`src/rtl/fpw_pkg.sv`:
```
package fpw_pkg;
  // Number of address bytes sent for the selected mode.
  function automatic int unsigned addr_len(input logic four);
    return four ? 4 : 3;
  endfunction

  // Total bytes in a frame: opcode, address and payload.
  function automatic int unsigned frame_len(input logic four, input logic paged,
                                            input int unsigned page);
    return 1 + addr_len(four) + (paged ? page : 1);
  endfunction

  // Address byte in send order (0 = most significant byte of the frame).
  function automatic logic [7:0] addr_byte(input logic [31:0] a, input logic four,
                                           input int unsigned pos);
    int unsigned sh;
    sh = 8 * (addr_len(four) - 1 - pos);
    return 8'(a >> sh);
  endfunction

  // Byte k of a page held as little-endian 32-bit words.
  function automatic logic [7:0] lane_byte(input logic [31:0] w, input logic [1:0] k);
    return w[8*k +: 8];
  endfunction
endpackage

```
`src/rtl/fpw_mode_ctl.sv`:
```
module fpw_mode_ctl #(
  parameter int EN_LAT = 3
) (
  input  logic clk,
  input  logic rst_n,
  input  logic en_req,
  input  logic hold,
  output logic en_ack
);
  localparam int CW = (EN_LAT > 1) ? $clog2(EN_LAT + 1) : 1;

  logic [CW-1:0] cnt_q;

  always_ff @(posedge clk or negedge rst_n) begin
    if (!rst_n) begin
      cnt_q  <= '0;
      en_ack <= 1'b0;
    end else if (hold || (en_req == en_ack)) begin
      cnt_q <= '0;
    end else if (cnt_q == CW'(EN_LAT - 1)) begin
      cnt_q  <= '0;
      en_ack <= en_req;
    end else begin
      cnt_q <= cnt_q + 1'b1;
    end
  end
endmodule

```
`src/rtl/fpw_page_buf.sv`:
```
module fpw_page_buf #(
  parameter int PAGE_BYTES = 128
) (
  input  logic                                  clk,
  input  logic                                  rst_n,
  input  logic                                  push,
  input  logic [31:0]                           word,
  input  logic                                  clr,
  input  logic [$clog2(PAGE_BYTES)-1:0]         rd_idx,
  output logic [7:0]                            rd_byte,
  output logic [$clog2(PAGE_BYTES+1)-1:0]       fill,
  output logic                                  full
);
  import fpw_pkg::*;

  localparam int WORD_BYTES = 4;
  localparam int NW         = PAGE_BYTES / WORD_BYTES;
  localparam int IDX_W      = $clog2(PAGE_BYTES);
  localparam int CNT_W      = $clog2(PAGE_BYTES + 1);

  logic [31:0]      mem_q [NW];
  logic             accept;
  logic [IDX_W-3:0] wr_widx;

  assign full    = (fill == CNT_W'(PAGE_BYTES));
  assign accept  = push && !full;
  assign wr_widx = fill[IDX_W-1:2];

  always_ff @(posedge clk or negedge rst_n) begin
    if (!rst_n)      fill <= '0;
    else if (clr)    fill <= '0;
    else if (accept) fill <= fill + CNT_W'(WORD_BYTES);
  end

  for (genvar i = 0; i < NW; i++) begin : g_word
    always_ff @(posedge clk) begin
      if (accept && (wr_widx == (IDX_W-2)'(i))) mem_q[i] <= word;
    end
  end

  assign rd_byte = lane_byte(mem_q[rd_idx[IDX_W-1:2]], rd_idx[1:0]);
endmodule

```
`src/rtl/fpw_shifter.sv`:
```
module fpw_shifter #(
  parameter int CLK_DIV = 2,
  parameter int LEN_W   = 8
) (
  input  logic             clk,
  input  logic             rst_n,
  input  logic             go,
  input  logic [LEN_W-1:0] total_bytes,
  input  logic [7:0]       cur_byte,
  output logic [LEN_W-1:0] byte_idx,
  output logic             sclk,
  output logic             cs_n,
  output logic             mosi,
  output logic             last_edge
);
  localparam int DW = (CLK_DIV > 1) ? $clog2(CLK_DIV) : 1;

  logic          active_q;
  logic [DW-1:0] div_q;
  logic [2:0]    bit_q;
  logic          phase_end;

  assign phase_end = active_q && (div_q == DW'(CLK_DIV - 1));
  assign last_edge = phase_end && sclk && (bit_q == 3'd7) &&
                     (byte_idx == total_bytes - 1'b1);
  assign cs_n      = !active_q;
  assign mosi      = active_q ? cur_byte[3'd7 - bit_q] : 1'b0;

  always_ff @(posedge clk or negedge rst_n) begin
    if (!rst_n) begin
      active_q <= 1'b0;
      div_q    <= '0;
      bit_q    <= '0;
      byte_idx <= '0;
      sclk     <= 1'b0;
    end else if (!active_q) begin
      if (go) begin
        active_q <= 1'b1;
        div_q    <= '0;
        bit_q    <= '0;
        byte_idx <= '0;
        sclk     <= 1'b0;
      end
    end else if (phase_end) begin
      div_q <= '0;
      if (!sclk) begin
        sclk <= 1'b1;
      end else begin
        sclk <= 1'b0;
        if (last_edge) begin
          active_q <= 1'b0;
        end else if (bit_q == 3'd7) begin
          bit_q    <= '0;
          byte_idx <= byte_idx + 1'b1;
        end else begin
          bit_q <= bit_q + 1'b1;
        end
      end
    end else begin
      div_q <= div_q + 1'b1;
    end
  end
endmodule

```
`src/rtl/flash_page_writer.sv`:
```
module flash_page_writer #(
  parameter int PAGE_BYTES = 128,
  parameter int CLK_DIV    = 2,
  parameter int EN_LAT     = 3
) (
  input  logic        clk,
  input  logic        rst_n,
  input  logic        buf_en_req,
  output logic        buf_en_ack,
  input  logic        wdata_push,
  input  logic [31:0] wdata_word,
  input  logic [7:0]  single_byte,
  input  logic [7:0]  prog_opcode,
  input  logic [31:0] prog_addr,
  input  logic        addr_4byte,
  input  logic        cmd_start,
  output logic        cmd_busy,
  output logic        fill_short_err,
  output logic        spi_sclk,
  output logic        spi_cs_n,
  output logic        spi_mosi
);
  import fpw_pkg::*;

  localparam int IDX_W = $clog2(PAGE_BYTES);
  localparam int CNT_W = $clog2(PAGE_BYTES + 1);
  localparam int LEN_W = $clog2(PAGE_BYTES + 6);

  logic             paged_q, four_q;
  logic [7:0]       opc_q, sbyte_q;
  logic [31:0]      addr_q;
  logic             start_req, short_start, launch, frame_done;
  logic             page_full;
  logic [CNT_W-1:0] fill_bytes;
  logic [LEN_W-1:0] sh_idx, total;
  logic [IDX_W-1:0] rd_idx;
  logic [7:0]       buf_byte, cur_byte;

  assign start_req   = cmd_start && !cmd_busy;
  assign short_start = start_req && buf_en_ack && !page_full;
  assign launch      = start_req && !short_start;
  assign total       = LEN_W'(frame_len(four_q, paged_q, PAGE_BYTES));

  fpw_mode_ctl #(.EN_LAT(EN_LAT)) u_mode (
    .clk(clk), .rst_n(rst_n), .en_req(buf_en_req), .hold(cmd_busy), .en_ack(buf_en_ack)
  );

  fpw_page_buf #(.PAGE_BYTES(PAGE_BYTES)) u_buf (
    .clk(clk), .rst_n(rst_n),
    .push(wdata_push && buf_en_ack && !cmd_busy), .word(wdata_word),
    .clr(!buf_en_ack || (frame_done && paged_q)),
    .rd_idx(rd_idx), .rd_byte(buf_byte), .fill(fill_bytes), .full(page_full)
  );

  fpw_shifter #(.CLK_DIV(CLK_DIV), .LEN_W(LEN_W)) u_shift (
    .clk(clk), .rst_n(rst_n), .go(launch), .total_bytes(total), .cur_byte(cur_byte),
    .byte_idx(sh_idx), .sclk(spi_sclk), .cs_n(spi_cs_n), .mosi(spi_mosi),
    .last_edge(frame_done)
  );

  always_comb begin
    int unsigned idx, nab;
    idx    = 32'(sh_idx);
    nab    = addr_len(four_q);
    rd_idx = IDX_W'(idx - 1 - nab);
    if (idx == 0)        cur_byte = opc_q;
    else if (idx <= nab) cur_byte = addr_byte(addr_q, four_q, idx - 1);
    else if (paged_q)    cur_byte = buf_byte;
    else                 cur_byte = sbyte_q;
  end

  always_ff @(posedge clk or negedge rst_n) begin
    if (!rst_n) begin
      cmd_busy       <= 1'b0;
      fill_short_err <= 1'b0;
      paged_q        <= 1'b0;
      four_q         <= 1'b0;
      opc_q          <= '0;
      sbyte_q        <= '0;
      addr_q         <= '0;
    end else begin
      if (short_start) fill_short_err <= 1'b1;
      if (launch) begin
        cmd_busy       <= 1'b1;
        fill_short_err <= 1'b0;
        paged_q        <= buf_en_ack;
        four_q         <= addr_4byte;
        opc_q          <= prog_opcode;
        sbyte_q        <= single_byte;
        addr_q         <= prog_addr;
      end else if (frame_done) begin
        cmd_busy <= 1'b0;
      end
    end
  end
endmodule

```
`config.mk`:
```
export PLATFORM = sky130hd
export DESIGN_NAME = flash_page_writer
export DESIGN_NICKNAME = d
export VERILOG_FILES = /design/src/rtl/fpw_pkg.sv /design/src/rtl/fpw_mode_ctl.sv /design/src/rtl/fpw_page_buf.sv /design/src/rtl/fpw_shifter.sv /design/src/rtl/flash_page_writer.sv
export SDC_FILE = /design/constraint.sdc
export NUM_CORES = 1
export LEC_CHECK = 0
export ABC_AREA = 0
export ABC_CLOCK_PERIOD_IN_PS = 13600
export BUFFER_PORTS_ARGS = -buffer_cell sky130_fd_sc_hd__buf_2
export CAP_MARGIN = 10
export CORE_ASPECT_RATIO = 1.2
export CORE_UTILIZATION = 45
export DETAILED_ROUTE_END_ITERATION = 10
export SLEW_MARGIN = 20
export SYNTH_ARGS = -nofsm -noshare
export SYNTH_HDL_FRONTEND = slang
export SYNTH_HIERARCHICAL = 1
export SYNTH_SLANG_ARGS = --single-unit
```
`constraint.sdc`:
```
create_clock -name clk -period 13.6 [get_ports clk]
set_clock_uncertainty 0.05 [all_clocks]
set_input_delay 1.36 -clock clk [delete_from_list [all_inputs] [get_ports clk]]
set_output_delay 1.36 -clock clk [all_outputs]
set_load 0.01 [all_outputs]
```
; ---- Word-level counts from Yosys, hierarchy flattened
; Memories as Yosys holds them, arrays and structs flattened.
; Cells that the tools add are included.
[op_classes]
shift = 2
n_mux = 196
n_mul = 0
n_addsub = 13
n_div = 0
n_eq_ne = 40
n_lt_le_gt_ge = 2
n_bitwise = 1
reduce_logical = 92
[op_table]
columns = operator, count
row1 = 2-to-1 mux 32 bit, 31
row2 = OR reduction 32 bit, 31
row3 = 2-to-1 mux 5 bit, 31
row4 = 2-to-1 mux 1 bit, 112
row5 = 2-to-1 mux 8 bit, 12
row6 = "== test 5 bit, second input constant", 16
row7 = logical AND 1 bit, 44
row8 = "== test 5 x 4 -> 1 bit, second input constant", 8
row9 = <= comparator 8 x 32 -> 1 bit, 1
row10 = indexed part select 32 x 6 -> 8 bit, 1
row11 = right shift 32 x 32 -> 8 bit, 1
row12 = 2-to-1 mux 3 bit, 7
row13 = "== test 5 x 3 -> 1 bit, second input constant", 4
row14 = "== test 5 x 2 -> 1 bit, second input constant", 2
row15 = subtractor 4 x 9 -> 10 bit, 1
row16 = "subtractor 8 x 1 -> 9 bit, second input constant", 1
row17 = "adder 8 x 1 -> 8 bit, second input constant", 1
row18 = "adder 8 x 3 -> 8 bit, second input constant", 1
row19 = adder 8 bit, 1
row20 = == test 8 bit, 1
row21 = "== test 8 bit, second input constant", 1
row22 = logical NOT 8 bit, 1
row23 = nonzero test 2 bit, 4
row24 = "subtractor 8 x 1 -> 8 bit, second input constant", 1
row25 = 23 further kinds, 32
[word_totals]
wordCells = 362
register_bits = 77
mem_bits_ro = 0
output_inout_bits = 6
memories = 1
latchBits = 0
inputBits = 86
ramBits = 1024
[mem_list]
columns = memory, depth, word_bits, rd, rd_ports_with_merged_regs, wr, line
row1 = u_buf.mem_q, 32, 32, 1, 0, 1, fpw_page_buf.sv:21  ; logic [31:0] mem_q [NW];

; ---- Longest topological paths before layout
[depth]
depth_word = 38
ltp_mapped = 21
depth_no_buf = 18

; ---- Cells and area by module
; The synthesis kept the hierarchy.
[modules_own_cells]
columns = module, seq_area_each_um2, area_per_inst_um2, n_inst, cells_per_inst
row1 = fpw_page_buf, 30899.6, 39372.8, 1, 1533
row2 = flash_page_writer, 1301.2, 2990.4, 1, 246
row3 = fpw_shifter, 350.3, 1073.5, 1, 114
row4 = fpw_mode_ctl, 75.1, 132.6, 1, 8

; ---- Least setup slack after synthesis
; Ideal clock, no wire load.
[synth_timing]
path_kind = flip-flop to output port
from = register u_shift.byte_idx[0]
to = output spi_mosi
required_time_ns = 12.190
path_stages_with_launch = 22
setup_slack_ns = 6.830
n_path_buf = 3
arrival_time_ns = 5.360
path_cell_list = dfrtp_1 inv_1 ha_1 buf_2 xor2_1 ha_1 a21o_1 nor2_1 o32ai_1 xor2_1 clkbuf_1 buf_1 mux4_2 mux4_2 mux4_2 mux2_2 mux2i_1 nor2_1 a221o_1 mux4_2 mux2i_1 nor2_1
[synth_via]
elab_chain_len = 10
elab_cells_between_ends = 14
cone_classes = add/sub: 3 / order compare: 1 / shift: 2 / mux: 6 / reduce/logical: 1 / memory: 1
[synth_lines]
columns = item, line
row1 = "start, declared", fpw_shifter.sv:10  ; output logic [LEN_W-1:0] byte_idx,
row2 = "start signal, assigned", fpw_shifter.sv:54  ; byte_idx <= byte_idx + 1'b1;
row3 = subtractor 8 x 1 -> 9 bit, flash_page_writer.sv:67  ; else if (idx <= nab) cur_byte = addr_byte(addr_q, four_q, idx - 1);
row4 = subtractor 7 bit, flash_page_writer.sv:65  ; rd_idx = IDX_W'(idx - 1 - nab);
row5 = named net rd_idx[4], flash_page_writer.sv:36  ; logic [IDX_W-1:0] rd_idx;
row6 = memory read (32 x 32 bit), --
row7 = indexed part select 32 x 6 -> 8 bit, fpw_pkg.sv:23  ; return w[8*k +: 8];
row8 = named net buf_byte[4], flash_page_writer.sv:37  ; logic [7:0] buf_byte, cur_byte;
row9 = 2-to-1 mux 8 bit, flash_page_writer.sv:68  ; else if (paged_q) cur_byte = buf_byte;
row10 = 2-to-1 mux 8 bit, flash_page_writer.sv:67
row11 = 2-to-1 mux 8 bit, flash_page_writer.sv:66  ; if (idx == 0) cur_byte = opc_q;
row12 = named net cur_byte[4], flash_page_writer.sv:37
row13 = binary-select mux 1 bit (select 3 bit), fpw_shifter.sv:27  ; assign mosi = active_q ? cur_byte[3'd7 - bit_q] : 1'b0;
row14 = 2-to-1 mux 1 bit (implied by the code), fpw_shifter.sv:27
row15 = 2-to-1 mux 1 bit, fpw_shifter.sv:27
row16 = "end, declared", flash_page_writer.sv:21  ; output logic spi_mosi
; The timed path passes the listed nets, and every way through them passes these cells. The select of a mux whose other input is x is not followed.

; ---- Final worst setup path
; Same ends and word-level chain as after synthesis.

==> results.yml <==
status:
  run_status: "finished, final reports clean"
cells_and_area:
  n_diodes: 0
  layout-drive-gt1-share_pct: 34.5
  final_core_utilization_pct: 51.3
  design.final.nets: 2186
  layout-area-overhead-vs-synth_pct: 12.6
worst_setup_path:
  rr_startpoint: "paged_q"
  cp_slowest_stage_delay_ns: 0.73
  crit_required_ns: 12.19
  cp-end-kind: "output port"
  critical_path.cell_chain: "inv_1 -> ha_1 -> xor2_1 -> ha_1 -> a21o_1 -> nor2_1 -> o32ai_1 -> xor2_4 -> buf_4 -> buf_12 -> mux4_2 -> mux4_2 -> mux4_2 -> mux2_2 -> mux2i_1 -> o21ai_0 -> a21o_1 -> mux4_2 -> mux2i_1 -> nor2_1 -> buf_2"
  data_arrival_at_the_endpoint_of_the_critical_path_ns: 7.93
  setup_slack_reg_to_reg_ns: 9.16
  worstSetupPathType: "register to output port"
  r2r_cells: 11
  timing.critical_path.from: "u_shift/byte_idx[0]"
  path_common_cell: "sky130_fd_sc_hd__mux4_2"
  critical_path.slowest_cell: "sky130_fd_sc_hd__buf_12"
  critical_path.reg2reg.endpoint: "u_buf/fill[7]"
  critical_path.endpoint: "spi_mosi"
  critPathLaunchType: "register"
  worst-path-max-fanout: 153
global_route:
  globalRouteOverflowTotal: 0
  track_usage_pct: 22.2
  grt_first_pass_wirelength_um: 153000
  first_global_vias: 21300
  grt_antenna_before_repair: 15
  grt_start_max_net_pins: 154
detailed_routing:
  dr.first_iter.drc_count: 1985
  drt-total-wl_um: 107000
  detail_route.vias_per_cell: 6.07
  drtAntennaViolNets: 0
  drt_pass1_iterations: 7
  dr_total_vias: 20800
  wl_per_cell_um: 31.2
  drc: 0
die:
  fp.dieH_um: 343
  boundaryPins: 92
  die_area_mm2: 0.0980
  initial_standard_cell_utilization_of_the_core_pct: 45.6
  std_cell_rows: 124
  die_width_um: 286
  floorplan.core_area_mm2: 0.0956
job:
  maxCapViolCount: 0
sta:
  final_critical_path_setup_slack_ns: 4.26
  timing_hold_violations_final: 0
  min_period_over_period_pct: 68.7
  slew_headroom_pct: 33.7
  setup_viol_count_final: 0
  worst_slew_pin_slew_ns: 0.994
  final_period_minus_worst_setup_slack_ns: 9.34
  timing_max_transition_violations_final: 0
  grt_setup_unrepaired: "no"
  tns_ns: 0
  fmax_mhz: 107
clocking:
  cts_h_tree_depth: 3
  clock_latency_ns: 0.67
  cts_tree: "built"
  clock-sinks: 1099
  clock_root_buffer: "sky130_fd_sc_hd__clkbuf_16"
  cts_resized: 0
  cts_bufs_inserted: 103
  cts_max_path_buffers: 3
  cts_setup_buffers: 0
  clkSlewWorstSetupHoldPaths_ns: 0.06
  cts_hold_repair.buffers: 0
placed_design:
  io_buffer_count: 91
  pre_cts_ws_ns: 4.93
  finalWeightedCongestion: 0.807
  post-dp-hpwl_um: 55800
yosys:
  post_synth_instance_area_mm2: 0.0436
  syn_area_per_cell_um2: 22.9
  synth_cells: 1898
  yosysWarningCount: 6
worst_hold_path:
  hp-class: "register to register"
-- metrics by stage --
step           std cells  hold slack [ns]  cell area (µm²)
2_1_floorplan       1917            0.391            43600
3_3_place_gp        3233            0.406            45900
3_5_place_dp        3234            0.422            46000
4_1_cts             3422            0.434            49000
5_1_grt             3422            0.455            49000
6_report            3422            0.429            49000
-- layout by cell type (no fill, tap or decap), types with 15 or more instances in the layout --
cell type / n
sky130_fd_sc_hd__inv_1: 26
sky130_fd_sc_hd__conb_1: 21
sky130_fd_sc_hd__clkinv_1: 26
sky130_fd_sc_hd__clkbuf_1: 26
sky130_fd_sc_hd__buf_2: 90
sky130_fd_sc_hd__dfrtp_1: 75
sky130_fd_sc_hd__nand2_1: 24
sky130_fd_sc_hd__clkinv_2: 20
sky130_fd_sc_hd__clkbuf_16: 103
sky130_fd_sc_hd__edfxtp_1: 1024
sky130_fd_sc_hd__nor2_1: 23
sky130_fd_sc_hd__a21oi_1: 15
sky130_fd_sc_hd__buf_4: 58
sky130_fd_sc_hd__mux2_2: 56
sky130_fd_sc_hd__ha_1: 20
sky130_fd_sc_hd__mux4_2: 344
-- critical path, delay by kind of cell, from the launching register on --
kind            cells  cell delay (ns)
simple gates        2             0.10
flops               1             0.56
mux                 7             2.68
fa+ha+maj           2             0.74
xor+xnor            2             0.37
compound gates      4             0.97
buf+inv             4             1.64
-- state kept, by name, summed over array words and instances, names as in the netlist, 2 cells and up --
| register | cells |
|---|---|
| addr_q | 32 |
| u_shift/byte_idx | 8 |
| u_buf/fill | 6 |
| sbyte_q | 8 |
| u_mode/cnt_q | 2 |
| u_shift/bit_q | 3 |
| u_buf/mem_q | 1024 |
| opc_q | 8 |
-- worst min path at each step --
| stage | start | end | slack [ns] | cells past startpoint |
|---|---|---|---|---|
| 6_report | fill_short_err | fill_short_err | 0.43 | 2 |
| 5_1_grt | u_mode/cnt_q[1] | u_mode/cnt_q[1] | 0.46 | 1 |
| 4_1_cts | u_mode/cnt_q[0] | u_mode/cnt_q[0] | 0.43 | 1 |
| 3_5_place_dp | fill_short_err | fill_short_err | 0.42 | 2 |
| 3_3_place_gp | u_mode/cnt_q[1] | u_mode/cnt_q[1] | 0.41 | 1 |
| 2_1_floorplan | u_mode/cnt_q[1] | u_mode/cnt_q[1] | 0.39 | 1 |
-- metal layers --
layer / up-vias / wire, µm / GRT usage (%)
li1: 8406 / - / -
met1: 11400 / 43200 / 30.7
met2: 799 / 53600 / 37.1
met3: 171 / 7110 / 3.42
met4: 4 / 2750 / 6.02
met5: - / 23 / 0
-- final cells by class --
| cell class | count | area [µm²] |
|---|---|---|
| Fill cell | 7520 | 46500 |
| Sequential cell | 1099 | 32600 |
| Multi-Input combinational cell | 696 | 10700 |
| Clock buffer | 131 | 2700 |
| Tap cell | 1260 | 1580 |
| Timing Repair Buffer | 151 | 946 |
| Clock inverter | 57 | 360 |
| Inverter | 28 | 105 |
Power is left out: the tool's default activity adds up to more than one toggle a clock period on the data nets, which glitch-free logic cannot reach.
